File: src/rtl/cal_alarm_pkg.sv
package cal_alarm_pkg;
  localparam int NFIELD    = 6;
  localparam int ADDR_W    = 3;
  localparam int DATA_W    = 16;
  localparam int CTRL_W    = NFIELD + 1;
  localparam int GLOBAL_EN = NFIELD;
  localparam int PEND_BIT  = 1;
  localparam logic [ADDR_W-1:0] CTRL_ADDR = '0;
  localparam logic [ADDR_W-1:0] PEND_ADDR = ADDR_W'(NFIELD + 1);

  // field order: 0 sec, 1 min, 2 hour, 3 mday, 4 month, 5 year
  function automatic int field_w(input int i);
    case (i)
      0, 1:    return 7;
      2, 3:    return 6;
      4:       return 5;
      default: return 12;
    endcase
  endfunction

  function automatic int field_lsb(input int i);
    int acc;
    acc = 0;
    for (int k = 0; k < i; k++) acc += field_w(k);
    return acc;
  endfunction

  localparam int TIME_W = field_lsb(NFIELD);

  function automatic logic [ADDR_W-1:0] field_addr(input int i);
    return ADDR_W'(i + 1);
  endfunction
endpackage

File: src/rtl/cal_alarm_regs.sv
module cal_alarm_regs
  import cal_alarm_pkg::*;
(
  input  logic              clk,
  input  logic              rst,
  input  logic              wr_en,
  input  logic [ADDR_W-1:0] wr_addr,
  input  logic [DATA_W-1:0] wr_data,
  output logic [CTRL_W-1:0] ctrl_q,
  output logic [TIME_W-1:0] alarm_q
);
  always_ff @(posedge clk) begin
    if (rst) begin
      ctrl_q <= '0;
    end else if (wr_en && wr_addr == CTRL_ADDR) begin
      ctrl_q <= wr_data[CTRL_W-1:0];
    end
  end

  for (genvar i = 0; i < NFIELD; i++) begin : g_field
    localparam int W   = field_w(i);
    localparam int LSB = field_lsb(i);
    logic [W-1:0] val_q;
    always_ff @(posedge clk) begin
      if (rst) begin
        val_q <= '0;
      end else if (wr_en && wr_addr == field_addr(i)) begin
        val_q <= wr_data[W-1:0];
      end
    end
    assign alarm_q[LSB +: W] = val_q;
  end
endmodule

File: src/rtl/cal_alarm_field_cmp.sv
module cal_alarm_field_cmp #(
  parameter int W = 7
) (
  input  logic [W-1:0] now_val,
  input  logic [W-1:0] alarm_val,
  input  logic         use_field,
  output logic         field_ok
);
  always_comb begin
    field_ok = !use_field || (now_val == alarm_val);
  end
endmodule

File: src/rtl/cal_alarm_flag.sv
module cal_alarm_flag (
  input  logic clk,
  input  logic rst,
  input  logic set_req,
  input  logic clr_req,
  output logic pend_q,
  output logic irq_q
);
  always_ff @(posedge clk) begin
    if (rst) begin
      pend_q <= 1'b0;
      irq_q  <= 1'b0;
    end else if (set_req) begin
      pend_q <= 1'b1;
      irq_q  <= 1'b1;
    end else if (clr_req) begin
      pend_q <= 1'b0;
      irq_q  <= 1'b0;
    end
  end
endmodule

File: src/rtl/cal_alarm_match.sv
module cal_alarm_match
  import cal_alarm_pkg::*;
(
  input  logic              clk,
  input  logic              rst,
  input  logic              sec_strobe,
  input  logic [6:0]        cur_sec,
  input  logic [6:0]        cur_min,
  input  logic [5:0]        cur_hour,
  input  logic [5:0]        cur_mday,
  input  logic [4:0]        cur_mon,
  input  logic [11:0]       cur_year,
  input  logic              wr_en,
  input  logic [ADDR_W-1:0] wr_addr,
  input  logic [DATA_W-1:0] wr_data,
  output logic              alarm_pending,
  output logic              alarm_irq
);
  logic [CTRL_W-1:0] ctrl_q;
  logic [TIME_W-1:0] alarm_q;
  logic [TIME_W-1:0] now_bus;
  logic [NFIELD-1:0] ok_vec;
  logic              alarm_hit;
  logic              clr_req;

  assign now_bus = {cur_year, cur_mon, cur_mday, cur_hour, cur_min, cur_sec};

  cal_alarm_regs u_regs (
    .clk     (clk),
    .rst     (rst),
    .wr_en   (wr_en),
    .wr_addr (wr_addr),
    .wr_data (wr_data),
    .ctrl_q  (ctrl_q),
    .alarm_q (alarm_q)
  );

  for (genvar i = 0; i < NFIELD; i++) begin : g_cmp
    localparam int W   = field_w(i);
    localparam int LSB = field_lsb(i);
    cal_alarm_field_cmp #(.W(W)) u_cmp (
      .now_val   (now_bus[LSB +: W]),
      .alarm_val (alarm_q[LSB +: W]),
      .use_field (ctrl_q[i]),
      .field_ok  (ok_vec[i])
    );
  end

  assign alarm_hit = ctrl_q[GLOBAL_EN] && (|ctrl_q[NFIELD-1:0]) && (&ok_vec);
  assign clr_req   = wr_en && (wr_addr == PEND_ADDR) && wr_data[PEND_BIT];

  cal_alarm_flag u_flag (
    .clk     (clk),
    .rst     (rst),
    .set_req (sec_strobe && alarm_hit),
    .clr_req (clr_req),
    .pend_q  (alarm_pending),
    .irq_q   (alarm_irq)
  );
endmodule

File: config.mk
export PLATFORM = sky130hd
export DESIGN_NAME = cal_alarm_match
export DESIGN_NICKNAME = d
export VERILOG_FILES = /design/src/rtl/cal_alarm_pkg.sv /design/src/rtl/cal_alarm_regs.sv /design/src/rtl/cal_alarm_field_cmp.sv /design/src/rtl/cal_alarm_flag.sv /design/src/rtl/cal_alarm_match.sv
export SDC_FILE = /design/constraint.sdc
export NUM_CORES = 1
export LEC_CHECK = 0
export ABC_AREA = 1
export ABC_CLOCK_PERIOD_IN_PS = 1200
export BUFFER_PORTS_ARGS = -buffer_cell sky130_fd_sc_hd__buf_4
export CAP_MARGIN = 20
export CORE_ASPECT_RATIO = 1.5
export CORE_MARGIN = 2
export CORE_UTILIZATION = 55
export CTS_BUF_LIST = sky130_fd_sc_hd__clkbuf_4
export CTS_CLUSTER_DIAMETER = 200
export DETAILED_ROUTE_END_ITERATION = 16
export GPL_TIMING_DRIVEN = 0
export PLACE_DENSITY = 0.85
export SLEW_MARGIN = 30
export SYNTH_ARGS = -nofsm -noshare
export SYNTH_HDL_FRONTEND = slang
export SYNTH_SLANG_ARGS = --single-unit
File: constraint.sdc
create_clock -name clk -period 1.2 [get_ports clk]
set_input_delay 0.12 -clock clk [delete_from_list [all_inputs] [get_ports clk]]
set_output_delay 0.12 -clock clk [all_outputs]
set_load 0.02 [all_outputs]
After elaboration in Yosys (flattened, before gate mapping)
Cells that the tools add are included.
Widths: inputs -> output; s select.
Cells by class
  equality and inequality tests: 13
  multiplexer cells: 2
  reductions and logical operators: 28
Operators with widths (number)
  $eq 7x7->1: 2
  $eq 12x12->1: 1
  $eq 3x3->1 const B: 4
  $eq 6x6->1: 2
  $logic_and 1x1->1: 12
  $eq 3x2->1 const B: 2
  $logic_not 1->1: 6
  $logic_or 1x1->1: 6
  $reduce_and 6->1: 1
  $reduce_or 6->1: 1
  $eq 5x5->1: 1
  $eq 3x1->1 const B: 1
  $logic_not 3->1: 1
  $mux 1: 2
  $reduce_bool 2->1: 1
Storage, ports and cells
  flip-flop bits (word level): 51
  bits of input ports: 66
  output and inout bits: 2
  logic and storage cells: 51

Logic depth before layout (Yosys ltp)
  word-level depth: 6
  mapped depth: 11
  mapped depth without buffers: 11

By module
Synthesis repeated with hierarchy kept, for this count alone.
Unflattened totals
  cells, all modules: 534
  area total of the unflattened synthesis: 3017.9 um^2
By module, submodules not included
  cal_alarm_regs: instances 1, cells an instance 299, area each 2047.0 um^2, seq. area each 1001.0 um^2
  cal_alarm_field_cmp (g_cmp[0].u_cmp ...): instances 2, cells an instance 34, area each 137.6 um^2, seq. area each 0.0 um^2
  cal_alarm_field_cmp (g_cmp[2].u_cmp ...): instances 2, cells an instance 35, area each 135.1 um^2, seq. area each 0.0 um^2
  cal_alarm_field_cmp (g_cmp[5].u_cmp): instances 1, cells an instance 51, area each 217.7 um^2, seq. area each 0.0 um^2
  cal_alarm_field_cmp (g_cmp[4].u_cmp): instances 1, cells an instance 24, area each 96.3 um^2, seq. area each 0.0 um^2
  cal_alarm_match: instances 1, cells an instance 16, area each 63.8 um^2, seq. area each 0.0 um^2
  cal_alarm_flag: instances 1, cells an instance 6, area each 47.5 um^2, seq. area each 20.0 um^2

Worst setup path after synthesis
No wires, ideal clock.
  kind: register -> register
  start: reg u_regs.g_field[1].val_q[2]
  end: reg u_flag.irq_q
  library setup time: 67 ps
  data arrival time: 962 ps
  required time: 1133 ps
  setup slack: 171 ps
  cell stages (with the launch flop): 11
  path buffers: 0
  clock period less this slack: 1029 ps
  cell sequence: dfxtp_1 inv_1 nand2_1 nand2_1 nor2_1 nand2_1 o21ai_2 nand2_1 nor2_1 nand2_1 a21oi_2
On the way
  longest elaborated chain between the ends: 6
  elaborated cells on any way between the ends: 7
  classes of those cells: eq/ne (1); mux (1); reduce/logical (5)
Ends and longest elaborated chain
  start: declaration: RTL line cal_alarm_regs.sv:23  | logic [W-1:0] val_q;
  start signal: assignment: RTL line cal_alarm_regs.sv:28  | val_q <= wr_data[W-1:0];
  $eq 7x7->1 (*): RTL line cal_alarm_field_cmp.sv:10  | field_ok = !use_field || (now_val == alarm_val);
  $logic_or 1x1->1 (*): RTL line cal_alarm_field_cmp.sv:10
  $reduce_and 6->1 (*): RTL line cal_alarm_match.sv:49  | assign alarm_hit = ctrl_q[GLOBAL_EN] && (|ctrl_q[NFIELD-1:0]) && (&ok_vec);
  $logic_and 1x1->1 (*): RTL line cal_alarm_match.sv:49
  $logic_and 1x1->1 (*): RTL line cal_alarm_match.sv:55  | .set_req (sec_strobe && alarm_hit),
  $mux 1 / $reduce_bool 2->1 (equally long branches)
  end signal: assignment: RTL line cal_alarm_flag.sv:12  | irq_q <= 1'b0;
  end signal: assignment: RTL line cal_alarm_flag.sv:15  | irq_q <= 1'b1;
  end signal: assignment: RTL line cal_alarm_flag.sv:18  | irq_q <= 1'b0;
  end: declaration: RTL line cal_alarm_flag.sv:7  | output logic irq_q
Every way passes the cells marked *; elsewhere a longest branch is shown, timed or not.
A chain may end at the register's enable or synchronous reset.

Worst setup path in the final report
  start: reg u_regs.g_field[5].val_q[9]
  end: reg u_flag.irq_q
On the way
  longest elaborated chain between the ends: 6
  elaborated cells on any way between the ends: 7
  classes of those cells: eq/ne (1); mux (1); reduce/logical (5)
Ends and longest elaborated chain (RTL line)
  start: declaration: cal_alarm_regs.sv:23
  start signal: assignment: cal_alarm_regs.sv:28
  $eq 12x12->1 (*): cal_alarm_field_cmp.sv:10
  $logic_or 1x1->1 (*): cal_alarm_field_cmp.sv:10
  $reduce_and 6->1 (*): cal_alarm_match.sv:49
  $logic_and 1x1->1 (*): cal_alarm_match.sv:49
  $logic_and 1x1->1 (*): cal_alarm_match.sv:55
  $mux 1 / $reduce_bool 2->1 (equally long branches)
Marked as above.

==> run summary <==
DR iter-0 viols: 103
Crit end category: register
CTS tree: done
Yosys top cell area share: 37.3%
Avg Inst Size Synth: 6.69 µm²
Crit path launch type: register
Synth area leaders: dfxtp_1, nand2_1, nor2_1
Number of synthesized flops with an enable pin: 0
P&R area growth vs syn: 23.7%
Worst-path cell chain: inv_1 -> nand2_1 -> nand2_1 -> nand2_1 -> nor2_1 -> nand3_1 -> a21oi_1 -> nand2_1 -> a21oi_2
Fin cells: 547
Boundary Pins: 68
Total GRT Usage: 24.5%
Sink Count: 51
Full die area: 0.00557 mm²
Routed wire length per instance: 11.6 µm
Final ANT Viol Nets: 0
Synth Net Count: 475
Setup slack after layout: -0.0121 ns
Die X: 61.6 µm
Peak VDD IR: 0.639 mV
Flop pwr share: 56.7%
Worst Skew: 0.0101 ns
Status: finished, violations left
Pin count of the biggest net entering global routing: 15
Synth Area in Simple Gates: 31.4%
NumNets Final: 546
Chip height: 90.4 µm
CTS H-tree depth: 2
GRT overflow: 0
Mapped Cells: 409
First-pass GRT wire length: 10.5 mm
Max-slew violation count: 0
Placed Area: 0.00328 mm²
Fin util: 70.4%
Crit-path slowest cell: dfxtp_2
Core area: 0.00481 mm²
Clock-pin slew on the worst setup and hold paths: 0.15 ns
DR WL met2: 3.31 mm
Yosys warns: 0
Commonest cells post-synth: nand2_1, nor2_1, dfxtp_1
Clk Latency, worst-skew pair: 0.37 ns
Critical path arrival: 1.52 ns
Inserted Clock Buffers: 5
Top layer in use: met4
Max cap viols: 0
DR DRC count: 0
HPWL Detailed: 4.86 mm
Sw frac: 26.9%
Post-synthesis cell area: 0.00274 mm²
Share of the yosys chip area belonging to registers: 37.3%
Initial antenna violation count: 0
Internal power: 0.00228 W
# diodes: 0
Num rows: 31
Layout cells sized above 1: 26.0%
Dpl ws: 0.00803 ns
Switching power total: 0.000838 W
Final period util: 101%
Critical path's top delay family: simple AND/OR/NAND/NOR gates
GP Congestion: 0.870
1st-pass router iterations: 4
Main combinational cell family by area after synthesis: simple AND/OR/NAND/NOR gates
DRT Wirelength: 6.35 mm
Static leakage: 1.52 nW
Post-synthesis adder-cell area fraction: 0%
Worst-margin pin slew: 0.658 ns
Critical path's largest stage delay: 0.35 ns
Vias in the first global route: 2,546
WL met1: 2.52 mm
Initial Utilization: 56.9%
Top_reg_cell synth: dfxtp_1
Vias after detailed routing: 2,656
Minimum clock period: 1.21 ns
Root buf cell: clkbuf_4
Rel. slew slack: 56.1%
Endpoints failing hold: 0
Synth Area in XOR/XNOR: 5.76%
Fin area: 0.00339 mm²
Proportion of synthesized area in mux cells: 0%
F_max: 825 MHz
Buf+Inv Stages, Crit Path: 1
Met3 Wirelength: 354 µm
Crit-path most repeated cell: nand2_1
Flops & latches, synth: 51
RSZ-0062 raised after global routing: yes
Min-Delay Path Class: in2reg
Failing checks: setup timing
Final setup violation count: 1
Pwr Density: 921 mW/mm²
Count leader, synth: nand2_1
Placed cell count: 536
Yosys top cell by area: dfxtp_1
Port bufs: 61
Combinational Power Share: 17.3%
Worst-path fanout max: 2
Max Root-Sink Buffers: 2
Netlist cell types: 19
Clock share of power: 26.0%
CP Class: reg2reg
Req. time, crit path: 1.50 ns
Fraction of registers with async set/reset: 0%
Compound-Gate Fraction of Synth Area: 14.4%
Vias per cell: 4.86
==> through the flow <==
stage / power (W) / hold WS, ns / TNS (ns)
3_3_place_gp: 0.00231 / 0.386 / 0
3_5_place_dp: 0.00233 / 0.393 / 0
5_1_grt: 0.00326 / 0.0181 / -0.116
6_report: 0.00312 / 0.0220 / -0.0121
2_1_floorplan: 0.00208 / 0.267 / 0
4_1_cts: 0.00314 / 0.0210 / -0.00701
==> layout make-up <==
class / count / area [µm²]
Buffer: 13 / 87.6
Clock buffer: 7 / 52.6
Clock inverter: 1 / 5.00
Fill cell: 449 / 1420
Inverter: 58 / 218
Multi-Input combinational cell: 287 / 1420
Sequential cell: 51 / 1030
Tap cell: 66 / 82.6
Timing Repair Buffer: 64 / 488
==> routing by layer <==
layer,track usage (%),up-vias
met4,9.57,0
met3,2.87,19
met1,28.5,1175
met2,43.2,77
met5,0,-
li1,-,1385
==> worst reg2reg max path, cell delays in order (launching register included) <==
cell and delay (ns):
dfxtp_2 0.35, inv_1 0.08, nand2_1 0.05, nand2_1 0.05, nand2_1 0.05, nor2_1 0.11, nand3_1 0.12, a21oi_1 0.14
nand2_1 0.09, a21oi_2 0.11
==> sequential cells by signal, indices dropped and copies added (netlist names) <==
register              count
u_regs.ctrl_q             7
u_flag.irq_q              1
u_regs.g_field.val_q     43
==> cell usage in the layout, fill, tap and decap left out, drive strengths merged <==
cell type / Yosys / layout
nor2: 60 / 60
a21oi: 32 / 32
nand3: 7 / 7
clkinv: 0 / 1
nand2: 149 / 149
o21ai: 1 / 1
inv: 58 / 58
dfxtp: 51 / 51
clkbuf: 6 / 13
a211oi: 20 / 20
xnor2: 13 / 13
buf: 7 / 68
xor2: 5 / 5
dlygate4sd3: 0 / 3
==> cell families (layout without fill, tap and decap cells) <==
| group | Yosys count | in the layout |
|---|---|---|
| flip-flops | 51 | 51 |
| AND/OR/NAND/NOR | 216 | 216 |
| XOR/XNOR | 18 | 18 |
| AO/OA/AOI/OAI | 53 | 53 |
| buffers and inverters | 71 | 143 |
==> power groups by stage <==
| stage | clock (W) | sequential [W] | combinational (W) |
|---|---|---|---|
| 2_1_floorplan | 0 | 0.00180 | 0.000282 |
| 3_3_place_gp | 0 | 0.00180 | 0.000515 |
| 3_5_place_dp | 0 | 0.00180 | 0.000527 |
| 4_1_cts | 0.000831 | 0.00177 | 0.000538 |
| 5_1_grt | 0.000884 | 0.00177 | 0.000601 |
| 6_report | 0.000811 | 0.00177 | 0.000539 |
==> worst paths after layout <==
check                                   from                           to  slack [ns]  cells past startpoint
setup / recovery  u_regs.g_field[5].val_q[9]                 u_flag.irq_q       -0.01                      9
hold / removal                   wr_data[10]  u_regs.g_field[5].val_q[10]        0.02                      3
setup reg to reg  u_regs.g_field[5].val_q[9]                 u_flag.irq_q       -0.01                      9
hold reg to reg             u_regs.ctrl_q[6]             u_regs.ctrl_q[6]        0.48                      2
==> what timing repair did <==
action | in CTS | in global routing
endpoints found under the setup margin | 1 | 1
hold buffers | 3 | 0
pin swaps | 4 | 6
gates resized for setup | 11 | 6
buffers inserted | 0 | 0
hold endpoints to repair | 3 | 0
Note: power is estimated with default switching activity, not from simulation.
